### src/rtl/vpic_pkg.sv
package vpic_pkg;
    localparam int NSRC   = 29;
    localparam int VW     = 5;
    localparam int LVLS   = 8;
    localparam int LW     = $clog2(LVLS);
    localparam int GRP_LO = 24;
    localparam int GRP_N  = 4;
    localparam int RW     = VW + 1;

    typedef struct packed {
        logic [1:0]    ord;
        logic [VW-1:0] hp;
        logic [LW-1:0] lvl;
    } cfg_t;

    // rank of a source: larger wins; override gets a rank above all others
    function automatic logic [RW-1:0] src_rank(input int idx, input logic [1:0] ord,
                                               input logic [VW-1:0] hp);
        logic [1:0] p;
        logic [1:0] q;
        if (idx == int'(hp)) return RW'(NSRC);
        if (idx >= GRP_LO && idx < GRP_LO + GRP_N) begin
            p = 2'(idx - GRP_LO);
            case (ord)
                2'd0:    q = p;
                2'd1:    q = 2'd3 - p;
                2'd2:    q = p + 2'd1;
                default: q = p + 2'd2;
            endcase
            return RW'(GRP_LO) + RW'(q);
        end
        return RW'(idx);
    endfunction
endpackage

### src/rtl/vpic_pending.sv
module vpic_pending
    import vpic_pkg::*;
(
    input  logic            clk,
    input  logic            rst_n,
    input  logic [NSRC-1:0] src_evt,
    input  logic            clr_we,
    input  logic [NSRC-1:0] clr_bits,
    output logic [NSRC-1:0] pend
);
    typedef struct packed {
        logic [NSRC-1:0] prev;
        logic [NSRC-1:0] pend;
    } st_t;

    st_t st_d, st_q;
    logic [NSRC-1:0] rise;

    always_comb begin
        rise      = src_evt & ~st_q.prev;
        st_d.prev = src_evt;
        st_d.pend = (st_q.pend & ~(clr_we ? clr_bits : '0)) | rise;
    end

    always_ff @(posedge clk or negedge rst_n) begin
        if (!rst_n) st_q <= '0;
        else        st_q <= st_d;
    end

    assign pend = st_q.pend;

    AST_EDGE_SETS: assert property (@(posedge clk) disable iff (!rst_n)
        (rise != '0) |=> ((pend & $past(rise)) == $past(rise)));
    AST_CLEAR_TAKES: assert property (@(posedge clk) disable iff (!rst_n)
        clr_we |=> ((pend & $past(clr_bits & ~rise)) == '0));
endmodule

### src/rtl/vpic_arbiter.sv
module vpic_arbiter
    import vpic_pkg::*;
(
    input  logic [NSRC-1:0] active,
    input  logic [1:0]      ord,
    input  logic [VW-1:0]   hp,
    output logic            any,
    output logic [VW-1:0]   winner
);
    logic [RW-1:0] best;
    logic [RW-1:0] r;

    always_comb begin
        any    = 1'b0;
        winner = '0;
        best   = '0;
        r      = '0;
        for (int i = 0; i < NSRC; i++) begin
            r = src_rank(i, ord, hp);
            if (active[i] && (!any || r > best)) begin
                any    = 1'b1;
                best   = r;
                winner = VW'(i);
            end
        end
    end
endmodule

### src/rtl/vpic_top.sv
module vpic_top
    import vpic_pkg::*;
(
    input  logic        clk,
    input  logic        rst_n,
    input  logic [28:0] src_evt,
    input  logic        bus_sel,
    input  logic        bus_wr,
    input  logic [1:0]  bus_addr,
    input  logic [31:0] bus_wdata,
    output logic [31:0] bus_rdata,
    output logic [7:0]  irq_lvl
);
    localparam logic [1:0] A_CFG = 2'd0;
    localparam logic [1:0] A_PND = 2'd1;
    localparam logic [1:0] A_MSK = 2'd2;
    localparam logic [1:0] A_VEC = 2'd3;

    typedef struct packed {
        cfg_t            cfg;
        logic [NSRC-1:0] mask;
        logic            ack;
        logic [VW-1:0]   vec;
    } st_t;

    st_t st_d, st_q;
    logic [NSRC-1:0] pend, active;
    logic            wr, any;
    logic [VW-1:0]   winner;

    assign wr = bus_sel && bus_wr;

    vpic_pending u_pend (
        .clk      (clk),
        .rst_n    (rst_n),
        .src_evt  (src_evt),
        .clr_we   (wr && bus_addr == A_PND),
        .clr_bits (bus_wdata[NSRC-1:0]),
        .pend     (pend)
    );

    assign active = pend & st_q.mask;

    vpic_arbiter u_arb (
        .active (active),
        .ord    (st_q.cfg.ord),
        .hp     (st_q.cfg.hp),
        .any    (any),
        .winner (winner)
    );

    always_comb begin
        st_d     = st_q;
        st_d.ack = 1'b0;
        if (wr) begin
            case (bus_addr)
                A_CFG: begin
                    st_d.cfg.lvl = bus_wdata[LW-1:0];
                    st_d.cfg.hp  = bus_wdata[4 +: VW];
                    st_d.cfg.ord = bus_wdata[10:9];
                end
                A_MSK: st_d.mask = bus_wdata[NSRC-1:0];
                A_VEC: if (bus_wdata[0]) begin
                    st_d.ack = 1'b1;
                    st_d.vec = any ? winner : '0;
                end
                default: ;
            endcase
        end
    end

    always_ff @(posedge clk or negedge rst_n) begin
        if (!rst_n) begin
            st_q        <= '0;
            st_q.cfg.hp <= VW'(NSRC - 1);
        end else begin
            st_q <= st_d;
        end
    end

    always_comb begin
        bus_rdata = '0;
        case (bus_addr)
            A_CFG: bus_rdata = {21'b0, st_q.cfg.ord, st_q.cfg.hp, 1'b0, st_q.cfg.lvl};
            A_PND: bus_rdata = {3'b0, pend};
            A_MSK: bus_rdata = {3'b0, st_q.mask};
            default: bus_rdata = {26'b0, st_q.vec, st_q.ack};
        endcase
    end

    always_comb begin
        irq_lvl = '0;
        if (active != '0) irq_lvl[st_q.cfg.lvl] = 1'b1;
    end

    AST_REQ_ONEHOT: assert property (@(posedge clk) disable iff (!rst_n)
        $onehot0(irq_lvl));
    AST_REQ_AT_LEVEL: assert property (@(posedge clk) disable iff (!rst_n)
        (irq_lvl != '0) |-> irq_lvl[st_q.cfg.lvl]);
    AST_ACK_SELF_CLEAR: assert property (@(posedge clk) disable iff (!rst_n)
        st_q.ack |=> !st_q.ack);
    AST_WINNER_LIVE: assert property (@(posedge clk) disable iff (!rst_n)
        any |-> (active[winner] && (pend[winner] && st_q.mask[winner])));
    AST_IDLE_VECTOR: assert property (@(posedge clk) disable iff (!rst_n)
        (wr && bus_addr == A_VEC && bus_wdata[0] && active == '0) |=> (st_q.vec == '0));
endmodule

### config.mk
export PLATFORM = sky130hd
export DESIGN_NAME = vpic_top
export DESIGN_NICKNAME = d
export VERILOG_FILES = /design/src/rtl/vpic_pkg.sv /design/src/rtl/vpic_pending.sv /design/src/rtl/vpic_arbiter.sv /design/src/rtl/vpic_top.sv
export SDC_FILE = /design/constraint.sdc
export NUM_CORES = 1
export LEC_CHECK = 0
export CORE_ASPECT_RATIO = 1.75
export CORE_MARGIN = 3
export CORE_UTILIZATION = 53
export DETAILED_ROUTE_END_ITERATION = 10
export PLACE_DENSITY = 0.86
export SYNTH_ARGS = -nofsm -noshare
export SYNTH_HDL_FRONTEND = slang
export SYNTH_HIERARCHICAL = 1
export SYNTH_SLANG_ARGS = --single-unit
### constraint.sdc
create_clock -name clk -period 32.4 [get_ports clk]
set_input_delay 6.48 -clock clk [delete_from_list [all_inputs] [get_ports clk]]
set_output_delay 6.48 -clock clk [all_outputs]
set_load 0.05 [all_outputs]
==> results of run 1 <==
-- through the flow --
step | cells | utilization, % | setup WS, ns
2_1_floorplan | 1116 | - | -0.753
3_3_place_gp | 1634 | 73.3 | -1.74
3_5_place_dp | 1634 | 73.3 | -2.54
4_1_cts | 1769 | 83.3 | -1.07
-- repair_timing --
action / 4_1_cts
gates resized for setup: 102
endpoints found under the hold margin: 0
endpoints found under the setup margin: 5
setup buffers: 119
pin swaps: 140
-- kinds of logic after synthesis --
group           synth area share (%)
mux                             7.13
other cells                   0.0391
compound gates                  28.1
buf+inv                         7.60
flops                           26.9
fa+ha+maj                       8.75
simple gates                    21.5
-- cells in the mapped netlist, types with 9 or more instances --
cell type and number:
sky130_fd_sc_hd__o31ai_1 15, sky130_fd_sc_hd__buf_4 33, sky130_fd_sc_hd__nand3_1 37, sky130_fd_sc_hd__nor2b_1 20, sky130_fd_sc_hd__and2_1 36, sky130_fd_sc_hd__a31oi_1 16
sky130_fd_sc_hd__mux2_2 40, sky130_fd_sc_hd__nor2_1 53, sky130_fd_sc_hd__nor4_1 10, sky130_fd_sc_hd__a21oi_1 43, sky130_fd_sc_hd__nand3b_1 9, sky130_fd_sc_hd__a211oi_1 12
sky130_fd_sc_hd__inv_1 85, sky130_fd_sc_hd__a21o_1 15, sky130_fd_sc_hd__or3_1 10, sky130_fd_sc_hd__dfrtp_1 100, sky130_fd_sc_hd__buf_2 12, sky130_fd_sc_hd__nand2b_1 14
sky130_fd_sc_hd__ha_1 67, sky130_fd_sc_hd__a22o_1 49, sky130_fd_sc_hd__clkbuf_1 16, sky130_fd_sc_hd__nor3_1 24, sky130_fd_sc_hd__or2_2 14, sky130_fd_sc_hd__nand2_1 117
sky130_fd_sc_hd__o21ai_0 53, sky130_fd_sc_hd__and3_1 10, sky130_fd_sc_hd__mux2i_1 12
-- metal layers --
metal,global-route usage [%],GRT overflow
met3,52.4,0
met1,69.3,0
met4,75.3,25
met5,22.2,0
met2,90.3,29
==> results.txt, run 1 <==
Yosys reg bits: 103
Synth top area share: 26.1%
Cell variety after synth: 109
cell area after technology mapping: 9590 µm²
quantity of I/O buffers inserted on ports: 100
asr flop ratio synth: 100%
kind of the worst endpoint: register input
sequential share of the synthesized area: 26.9%
EDFF count, synth: 0
Clock Sink Count: 103
overall die width: 108 µm
effective utilization at floorplan: 54.4%
last flow stage reached: global routing (5_1_grt)
top cells by area in the synthesized netlist: sky130_fd_sc_hd__dfrtp_1, sky130_fd_sc_hd__ha_1, sky130_fd_sc_hd__mux2_2, sky130_fd_sc_hd__nand2_1, sky130_fd_sc_hd__a22o_1
Synth warnings: 6
gr ovfl total: 54
num ports: 107
hold_buf cts: 0
prevailing post-synth register cell: sky130_fd_sc_hd__dfrtp_1
post-detailed-placement cell area: 12900 µm²
weighted congestion at the end of routability-driven global placement: 1.01
dominant cell type by area after synthesis: sky130_fd_sc_hd__dfrtp_1
maximum count of clock buffers along a single path: 2
Detail Placement HPWL: 26.1 mm
GR repair worst EP: st_q[1]$_DFFE_PN0P_/D
count of standard-cell rows: 64
run status: aborted with a tool error
vertical die dimension: 184 µm
CTS Root Cell: sky130_fd_sc_hd__clkbuf_16
count of mapped cells out of synthesis: 1114
number of buffers created by CTS: 9
maximum number of pins on one net before global-route repair: 64
first error: [ERROR GRT-0232] Routing congestion too high. Check the congestion heatmap in the GUI.
global routing usage summed across all routing layers: 71.5%
synthesized area per cell: 8.60 µm²
H-tree depth reported by CTS: 3
==> run 2, diff against run 1 <==
--- a/config.mk
+++ b/config.mk
@@ -5,11 +5,10 @@
 export SDC_FILE = /design/constraint.sdc
 export NUM_CORES = 1
 export LEC_CHECK = 0
-export CORE_ASPECT_RATIO = 1.75
 export CORE_MARGIN = 3
-export CORE_UTILIZATION = 53
+export CORE_UTILIZATION = 40
 export DETAILED_ROUTE_END_ITERATION = 10
-export PLACE_DENSITY = 0.86
+export PLACE_DENSITY_LB_ADDON = 0.15
 export SYNTH_ARGS = -nofsm -noshare
 export SYNTH_HDL_FRONTEND = slang
 export SYNTH_HIERARCHICAL = 1
==> constraint.sdc (replaced) <==
create_clock -name clk -period 42.1 [get_ports clk]
set_input_delay 8.42 -clock clk [delete_from_list [all_inputs] [get_ports clk]]
set_output_delay 8.42 -clock clk [all_outputs]
set_load 0.05 [all_outputs]
==> run 2 against run 1 <==
The flow now finishes without violations. Synthesized cell count unchanged. Synthesized area unchanged.
==> results.txt, run 2 <==
run status: finished, final reports clean
Worst Hold Path EP: st_q[4]
max-capacitance violation count: 0
maximum number of pins on one net before global-route repair: 61
cell mode on critical path: sky130_fd_sc_hd__ha_1
commonest cells after routing, fill and taps aside: sky130_fd_sc_hd__nand2_1, sky130_fd_sc_hd__clkdlybuf4s50_1, sky130_fd_sc_hd__dfrtp_1
post-layout minimum cycle time: 39.44 ns
Yosys reg bits: 103
overall die width: 161 µm
maximum count of clock buffers along a single path: 2
routing usage on met1: 30.0%
slew of the pin with the lowest slew margin: 0.883 ns
critical path capture point type: flip-flop
effective utilization at floorplan: 40.7%
nets@finish: 1315
vias in the first global route: 8329
maximum achievable frequency: 0.0254 GHz
detailed-route wire length: 27.1 mm
flip-flop and latch area: 2580 µm²
top cells by instance count after synthesis: sky130_fd_sc_hd__nand2_1, sky130_fd_sc_hd__dfrtp_1, sky130_fd_sc_hd__inv_1, sky130_fd_sc_hd__ha_1
antenna violations before repair: 0
count of mapped cells out of synthesis: 1114
cell area after technology mapping: 9590 µm²
global routing usage summed across all routing layers: 20.4%
EDFF count, synth: 0
delay of the slowest cell on the worst path: 0.58 ns
Synth warnings: 6
highest-utilization routing layer at the global route stage: met2
Detail Placement HPWL: 21.3 mm
area of the placeable core: 23500 µm²
detailed-route via count: 8722
dominant cell type by area after synthesis: sky130_fd_sc_hd__dfrtp_1
clock tree from TritonCTS: built
number of hold violations in the final report: 0
Detailed Route Iter0 Violations: 695
required time of the worst setup path: 42.34 ns
post-detailed-route DRC marker count: 0
final cycle utilization of the critical path: 93.7%
H-tree depth reported by CTS: 3
post-route core utilization: 47.6%
count of standard-cell rows: 56
met2 usage in global routing: 33.2%
largest reg by FF count: st_q
footprint of the multi-input gates: 6470 µm²
synthesized area per cell: 8.60 µm²
clock-pin slew on the worst setup and hold paths: 0.08 ns
Cell variety after synth: 109
clock latency of the later-clocked register in the worst-skew pair: 0.34 ns
hold path startpoint: st_q[4]
met3 track utilization from global routing: 1.93%
setup_tns: 0 ns
crit path max-delay cell type: sky130_fd_sc_hd__or4_4
top cells by area in the synthesized netlist: sky130_fd_sc_hd__dfrtp_1, sky130_fd_sc_hd__ha_1, sky130_fd_sc_hd__mux2_2, sky130_fd_sc_hd__nand2_1, sky130_fd_sc_hd__a22o_1
layout overhead on the synthesized area: 16.9%
first-pass GRT wire length: 43.8 mm
Hold Path Cell Cnt: 2
worst setup path category: reg2reg
fraction of final layout cells with drive strength greater than 1: 14.8%
final setup skew: 0.0126 ns
most common library cell in the layout ignoring fill and taps: sky130_fd_sc_hd__nand2_1
routed len/inst: 18.0 µm
hold_buf cts: 0
Critical Path AT: 39.68 ns
number of filler cells placed in the layout: 2349
drt first pass iters: 5
CTS Root Cell: sky130_fd_sc_hd__clkbuf_16
max-slew violation total from the final report: 0
type of element launching the critical path: flip-flop
FF-to-FF End: st_q[1]
largest driver fanout on the critical path: 18
prevailing post-synth register cell: sky130_fd_sc_hd__dfrtp_1
number of setup violations in the final report: 0
worst reg2reg startpoint: st_q[39]
asr flop ratio synth: 100%
num ports: 107
vertical die dimension: 161 µm
weighted congestion at the end of routability-driven global placement: 0.874
minimum setup slack among reg-to-reg paths: 2.66 ns
count of inserted antenna diode cells: 0
area of the die: 25900 µm²
gr ovfl total: 0
number of buffers created by CTS: 9
Clock Sink Count: 103
number of antenna-violating nets in the routed design: 0
most frequent cell after synthesis: sky130_fd_sc_hd__nand2_1
Synth top area share: 26.1%
quantity of I/O buffers inserted on ports: 100
vias per cell: 5.80
max FFs per register: 45
worst min-delay path class: reg2reg
sequential share of the synthesized area: 26.9%
depth of the most critical reg-to-reg path: 194
tightest slew margin relative to the limit: 40.2%
-- run 2: worst max-delay path by stage --
stage                          to     start  slack [ns]
after floorplan           st_q[1]  st_q[42]        6.58
after global placement    st_q[1]  st_q[39]        0.59
after detailed placement  st_q[1]  st_q[39]        0.36
after CTS                 st_q[1]  st_q[39]        0.17
after global routing      st_q[1]  st_q[39]       -0.19
final                     st_q[1]  st_q[39]        2.66
-- run 2: cell type report --
| type | count | area share (%) |
|---|---|---|
| repair buffers | 119 | 10.2 |
| clock inverters | 6 | 0.458 |
| well taps | 319 | 3.56 |
| clock buffers | 10 | 2.13 |
| flip-flops and latches | 103 | 23.0 |
| multi-input cells | 862 | 57.7 |
| inverters | 86 | 2.88 |
-- run 2: cell families (layout without fill, tap and decap cells) --
kind of cell,count (synthesis),count (layout),share of synthesized area (%)
and+or+nand+nor,395,395,21.5
AOI/OAI and AO/OA,340,340,28.1
buffers and inverters,151,221,7.60
DFF,103,103,26.9
adders and majority gates,67,67,8.75
muxes,57,57,7.13
other,1,3,0.0391
-- run 2: metal layers --
| layer | part of all wire [%] | vias to the layer above |
|---|---|---|
| met4 | 0.90 | 0 |
| met1 | 49 | 4221 |
| met3 | 3.6 | 15 |
| met2 | 46 | 214 |
| li1 | - | 4272 |
| met5 | 0 | - |
-- run 2: stage by stage --
step	worst slack [ns]	cell area, µm²	std cells	hold slack (ns)
after global routing	-0.185	11200	1505	0.524
after CTS	0.170	11000	1498	0.476
after detailed placement	0.360	10700	1482	0.460
after global placement	0.591	10700	1482	0.455
after floorplan	6.58	9590	1116	0.433
final	2.66	11200	1505	0.471
-- run 2: repair_timing --
item | CTS | global route
endpoints found under the hold margin | 0 | 0
endpoints found under the setup margin | 0 | 5
resized for setup | 0 | 40
buffers inserted | 0 | 7
-- run 2: critical path, delay by kind of cell, from the launching register on --
family          cells  cell delay, ns
fa+ha+maj          26            7.28
buf+inv            14            1.39
flops               1            0.51
simple gates       54           10.05
mux                 2            0.60
compound gates     98           19.41
Power of run 2 is not shown: default switching activity piles up to over one toggle a cycle in this logic, so the estimate is an artifact.
